[config.mk]
export PLATFORM = sky130hd
export DESIGN_NAME = fwd_unit
export DESIGN_NICKNAME = d
export VERILOG_FILES = /design/src/rtl/fwd_pkg.sv /design/src/rtl/fwd_match.sv /design/src/rtl/fwd_port_sel.sv /design/src/rtl/fwd_hazard.sv /design/src/rtl/fwd_unit.sv
export SDC_FILE = /design/constraint.sdc
export NUM_CORES = 1
export LEC_CHECK = 0
export ABC_AREA = 1
export BUFFER_PORTS_ARGS = -buffer_cell sky130_fd_sc_hd__buf_2
export CAP_MARGIN = 25
export CELL_PAD_IN_SITES_DETAIL_PLACEMENT = 1
export CELL_PAD_IN_SITES_GLOBAL_PLACEMENT = 1
export CORE_UTILIZATION = 24
export DETAILED_ROUTE_END_ITERATION = 10
export PLACE_DENSITY_LB_ADDON = 0.3
export SLEW_MARGIN = 25
export SYNTH_ARGS = -nofsm -noshare
export SYNTH_HDL_FRONTEND = slang
export SYNTH_SLANG_ARGS = --single-unit
[constraint.sdc]
create_clock -name vclk -period 0.9
set_clock_uncertainty 0.15 [all_clocks]
set_input_delay 0.045 -clock vclk [all_inputs]
set_output_delay 0.045 -clock vclk [all_outputs]
set_load 0.005 [all_outputs]
[src/rtl/fwd_pkg.sv]
package fwd_pkg;

   typedef enum logic [1:0] {
      CLS_ALU   = 2'd0,
      CLS_LOAD  = 2'd1,
      CLS_LINK  = 2'd2,
      CLS_OTHER = 2'd3
   } icls_e;

   typedef enum logic [2:0] {
      SEL_RF     = 3'd0,
      SEL_EX_T   = 3'd1,
      SEL_MEM_T1 = 3'd2,
      SEL_MEM_LD = 3'd3,
      SEL_WB     = 3'd4
   } fsel_e;

   localparam int SEL_W   = 3;
   localparam int NUM_STG = 3;
   localparam int STG_EX  = 0;
   localparam int STG_MEM = 1;
   localparam int STG_WB  = 2;

endpackage

[src/rtl/fwd_match.sv]
module fwd_match #(
   parameter int IDX_W  = 5,
   parameter int NUM_RD = 2
) (
   input  logic [NUM_RD-1:0][IDX_W-1:0] src_idx,
   input  logic [NUM_RD-1:0]            src_use,
   input  logic                         st_valid,
   input  logic                         st_wen,
   input  logic [IDX_W-1:0]             st_dst,
   output logic [NUM_RD-1:0]            hit
);

   logic producing;
   assign producing = st_valid & st_wen;

   for (genvar p = 0; p < NUM_RD; p++) begin : g_port
      assign hit[p] = producing & src_use[p] & (src_idx[p] == st_dst);
   end

endmodule

[src/rtl/fwd_port_sel.sv]
module fwd_port_sel
   import fwd_pkg::*;
(
   input  logic             hit_ex,
   input  logic             hit_mem,
   input  logic             hit_wb,
   input  logic             ex_is_load,
   input  logic             mem_is_load,
   output logic [SEL_W-1:0] sel,
   output logic             ld_wait
);

   assign ld_wait = hit_ex & ex_is_load;

   always_comb begin
      if (hit_ex) begin
         sel = ex_is_load ? SEL_RF : SEL_EX_T;
      end else if (hit_mem) begin
         sel = mem_is_load ? SEL_MEM_LD : SEL_MEM_T1;
      end else if (hit_wb) begin
         sel = SEL_WB;
      end else begin
         sel = SEL_RF;
      end
   end

endmodule

[src/rtl/fwd_hazard.sv]
module fwd_hazard #(
   parameter int NUM_RD         = 2,
   parameter bit DELAYED_BRANCH = 1'b0
) (
   input  logic [NUM_RD-1:0] ld_wait,
   input  logic              dec_valid,
   input  logic              jump_taken,
   output logic              stall,
   output logic              flush
);

   logic need_wait;
   assign need_wait = dec_valid & (|ld_wait);

   if (DELAYED_BRANCH) begin : g_delayed
      logic unused_jump;
      assign unused_jump = jump_taken;
      assign flush = 1'b0;
      assign stall = need_wait;
   end else begin : g_squash
      assign flush = jump_taken;
      assign stall = need_wait & ~jump_taken;
   end

endmodule

[src/rtl/fwd_unit.sv]
module fwd_unit
   import fwd_pkg::*;
#(
   parameter int IDX_W          = 5,
   parameter int NUM_RD         = 2,
   parameter bit DELAYED_BRANCH = 1'b0
) (
   input  logic                          dec_valid,
   input  logic [NUM_RD-1:0][IDX_W-1:0]  src_idx,
   input  logic [NUM_RD-1:0]             src_use,
   input  logic                          ex_valid,
   input  logic                          ex_wen,
   input  logic [IDX_W-1:0]              ex_dst,
   input  logic [1:0]                    ex_cls,
   input  logic                          mem_valid,
   input  logic                          mem_wen,
   input  logic [IDX_W-1:0]              mem_dst,
   input  logic [1:0]                    mem_cls,
   input  logic                          wb_valid,
   input  logic                          wb_wen,
   input  logic [IDX_W-1:0]              wb_dst,
   input  logic                          jump_taken,
   output logic [NUM_RD-1:0][SEL_W-1:0]  fwd_sel,
   output logic                          stall,
   output logic                          flush
);

   if (IDX_W < 1 || IDX_W > 8) begin : g_bad_idx
      $error("fwd_unit: IDX_W must lie in 1..8");
   end
   if (NUM_RD < 1 || NUM_RD > 4) begin : g_bad_rd
      $error("fwd_unit: NUM_RD must lie in 1..4");
   end

   logic [NUM_STG-1:0]              stg_valid;
   logic [NUM_STG-1:0]              stg_wen;
   logic [NUM_STG-1:0][IDX_W-1:0]   stg_dst;
   logic [NUM_STG-1:0][NUM_RD-1:0]  stg_hit;
   logic [NUM_RD-1:0]               ld_wait;
   logic                            ex_is_load;
   logic                            mem_is_load;

   assign stg_valid = {wb_valid, mem_valid, ex_valid};
   assign stg_wen   = {wb_wen,   mem_wen,   ex_wen};
   assign stg_dst   = {wb_dst,   mem_dst,   ex_dst};

   assign ex_is_load  = (ex_cls  == CLS_LOAD);
   assign mem_is_load = (mem_cls == CLS_LOAD);

   for (genvar s = 0; s < NUM_STG; s++) begin : g_stage
      fwd_match #(
         .IDX_W  (IDX_W),
         .NUM_RD (NUM_RD)
      ) u_match (
         .src_idx  (src_idx),
         .src_use  (src_use),
         .st_valid (stg_valid[s]),
         .st_wen   (stg_wen[s]),
         .st_dst   (stg_dst[s]),
         .hit      (stg_hit[s])
      );
   end

   for (genvar p = 0; p < NUM_RD; p++) begin : g_port
      fwd_port_sel u_sel (
         .hit_ex      (stg_hit[STG_EX][p]),
         .hit_mem     (stg_hit[STG_MEM][p]),
         .hit_wb      (stg_hit[STG_WB][p]),
         .ex_is_load  (ex_is_load),
         .mem_is_load (mem_is_load),
         .sel         (fwd_sel[p]),
         .ld_wait     (ld_wait[p])
      );
   end

   fwd_hazard #(
      .NUM_RD         (NUM_RD),
      .DELAYED_BRANCH (DELAYED_BRANCH)
   ) u_hazard (
      .ld_wait    (ld_wait),
      .dec_valid  (dec_valid),
      .jump_taken (jump_taken),
      .stall      (stall),
      .flush      (flush)
   );

endmodule

==> impl_metrics.csv <==
group,metric,value,unit
floorplanning,start_util,26.1,%
setup_path,critPathKind,"in2out",
layout,seq_cell_count,0,
sta,fin_ws,-183,ps
synth,syn-num-nets,205,
sta,timing_max_transition_violations_final,0,
synth,synth_area,671,µm²
route,drtPass1Iterations,4,
min_path,hold_path_class,"in2out",
route,routed_wl,3.53,mm
synth,synthXorXnorAreaFrac,0,%
power_and_ir_drop,ir_drop,0.250,mV
grt,antenna_found_initial,0,
floorplanning,io_pins,47,
synth,synth_top_area_share,50.4,%
sta,hold_viol,0,
layout,post-route-util,56.4,%
layout,insertedDiodeCount,0,
power_and_ir_drop,p_leak,0.000762,µW
sta,relSlewSlack,87.4,%
floorplanning,rows,18,
floorplanning,die_h,54.9,µm
floorplanning,die-area,0.00301,mm²
layout,area_growth,116,%
setup_path,arrival,890,ps
floorplanning,core-area,0.00257,mm²
sta,fin_crit_sh,120,%
sta,fmax,0.923,GHz
synth,ys_types,13,
synth,synthCells,166,
sta,period_needed,1080,ps
setup_path,endpoint_kind,"output pin",
floorplanning,die_x,54.9,µm
synth,synth_top_family_by_area,"simple AND/OR/NAND/NOR gates",
layout,clkbuf_count,0,
route,drtIter0Drc,18,
route,avgRoutedWirePerCell,14.3,µm
grt,grt_pass1_vias,1134,
placement,portBuffers,47,
synth,yosysWarnings,0,
synth,synth-simple-area-share,76.9,%
job,drv_cap,0,
synth,synth_compound_area_share,5.22,%
layout,nets,257,
synth,synth_area_per_cell,4.04,µm²
power_and_ir_drop,powerDensity,443,mW/mm²
placement,hpwl,2.45,mm
route,route.vias.total,1185,
clocking,post-cts-setup-buffers,0,
synth,ys_top_cells_by_area,"nand2_1 50%, inv_1 13%, nor2_1 12%, nand3_1 6.7%, nor2_2 3.7%",
synth,synth_mux_area_share,0,%
sta,setup_viol,7,
power_and_ir_drop,total_power,641,µW
grt,grt_max_degree,7,
layout,seqCellArea,0,µm²
setup_path,cp-start-kind,"input port",
sta,rsz0062_at_grt,"true",
run_status,failed_checks,"negative setup slack",
setup_path,critical_path_peak_fanout,3,
synth,ys_seq_area_share,0,%
synth,synthAdderAreaFrac,0,%
synth,synth_top_area_cell,"nand2_1",
setup_path,critPathRequiredTime,700,ps
grt,grt_usage,22.4,%
placement,place_congestion,0.810,
layout,drive_above_1_share,65.7,%
run_status,status,"finished, violations left",
route,ant_nets,0,
sta,worst_slew_pin_slew,189,ps
grt,grt_pass1_wl,4.91,mm
sta,tns,-1050,ps
clocking,cts-hold-fix-buffers,0,
grt,overflow,0,
route,drc,0,
route,via_per_inst,4.82,
[worst paths after layout]
kind	from	endpoint	slack, ps	depth (start not counted)
min	jump_taken	flush	130	2
max	mem_dst[3]	fwd_sel[0]	-180	9
[power by group]
part           internal (µW)  switching (µW)  leakage [µW]
combinational            301             340      0.000762
sequential                 0               0             0
clock                      0               0             0
[layer usage]
| metal | wire length (µm) | global-route usage, % | share of wire, % | vias to the layer above |
|---|---|---|---|---|
| met5 | 0 | 0 | 0 | - |
| met4 | 34 | 2.14 | 0.96 | 0 |
| met3 | 73 | 0 | 2.1 | 4 |
| met2 | 1920 | 42.4 | 54 | 28 |
| met1 | 1500 | 28.6 | 43 | 554 |
| li1 | - | - | - | 599 |
[cells in the final DEF (no fill, tap or decap)]
| master | count |
|---|---|
| nand4_1 | 2 |
| nor2_2 | 6 |
| o21ai_2 | 3 |
| buf_4 | 7 |
| inv_2 | 9 |
| buf_2 | 20 |
| and2_1 | 1 |
| buf_8 | 8 |
| buf_12 | 2 |
| buf_6 | 14 |
| nor2_4 | 6 |
| nand2_1 | 48 |
| nand3_1 | 5 |
| nand3_2 | 4 |
| inv_6 | 1 |
| a21oi_2 | 3 |
| nand2_2 | 39 |
| nand3_4 | 1 |
| nand2_4 | 3 |
| inv_1 | 5 |
| a21oi_4 | 1 |
| inv_4 | 14 |
| nor2_1 | 13 |
| clkinv_4 | 1 |
[kinds of logic (layout without fill, tap and decap cells)]
family | count (synthesis) | count (layout)
AOI/OAI and AO/OA | 7 | 7
and+or+nand+nor | 128 | 128
buffers and inverters | 31 | 81
[metrics by stage]
| stage | worst slack (ps) | instances | area (µm²) | hold WS [ps] |
|---|---|---|---|---|
| 2_1_floorplan | 135 | 166 | 671 | 20.8 |
| 3_5_place_dp | -229 | 246 | 966 | 132 |
| 3_3_place_gp | -228 | 246 | 966 | 128 |
| 5_1_grt | -244 | 246 | 1450 | 153 |
| 6_report | -183 | 246 | 1450 | 132 |
| 4_1_cts | -157 | 246 | 1200 | 132 |
[worst max-delay path: stages]
cell and delay, ps:
buf_6 100, inv_2 60, nor2_1 40, nor2_1 110, nand3_1 110, nor2_2 160, nand3_1 90, nand2_1 60
buf_2 100
[layout make-up]
cell class	count	area (µm²)
multi-input cells	135	782
repair buffers	51	470
fillers	360	1120
inverters	30	158
well taps	30	37.5
[cells in the mapped netlist]
master and n:
nand3_1 9, a21oi_1 4, and2_1 1, o21ai_0 3, nor2_2 4, nand4_1 2, inv_1 23, clkinv_1 1
inv_2 6, nor2_1 21, nand2_1 90, nand3_2 1, buf_4 1
[timing repair]
item / in CTS / in global routing
pin swaps: 41 / 47
resized for setup: 78 / 82
endpoints found under the hold margin: 0 / 0
endpoints found under the setup margin: 7 / 7
(Power assumes the default switching activity.)
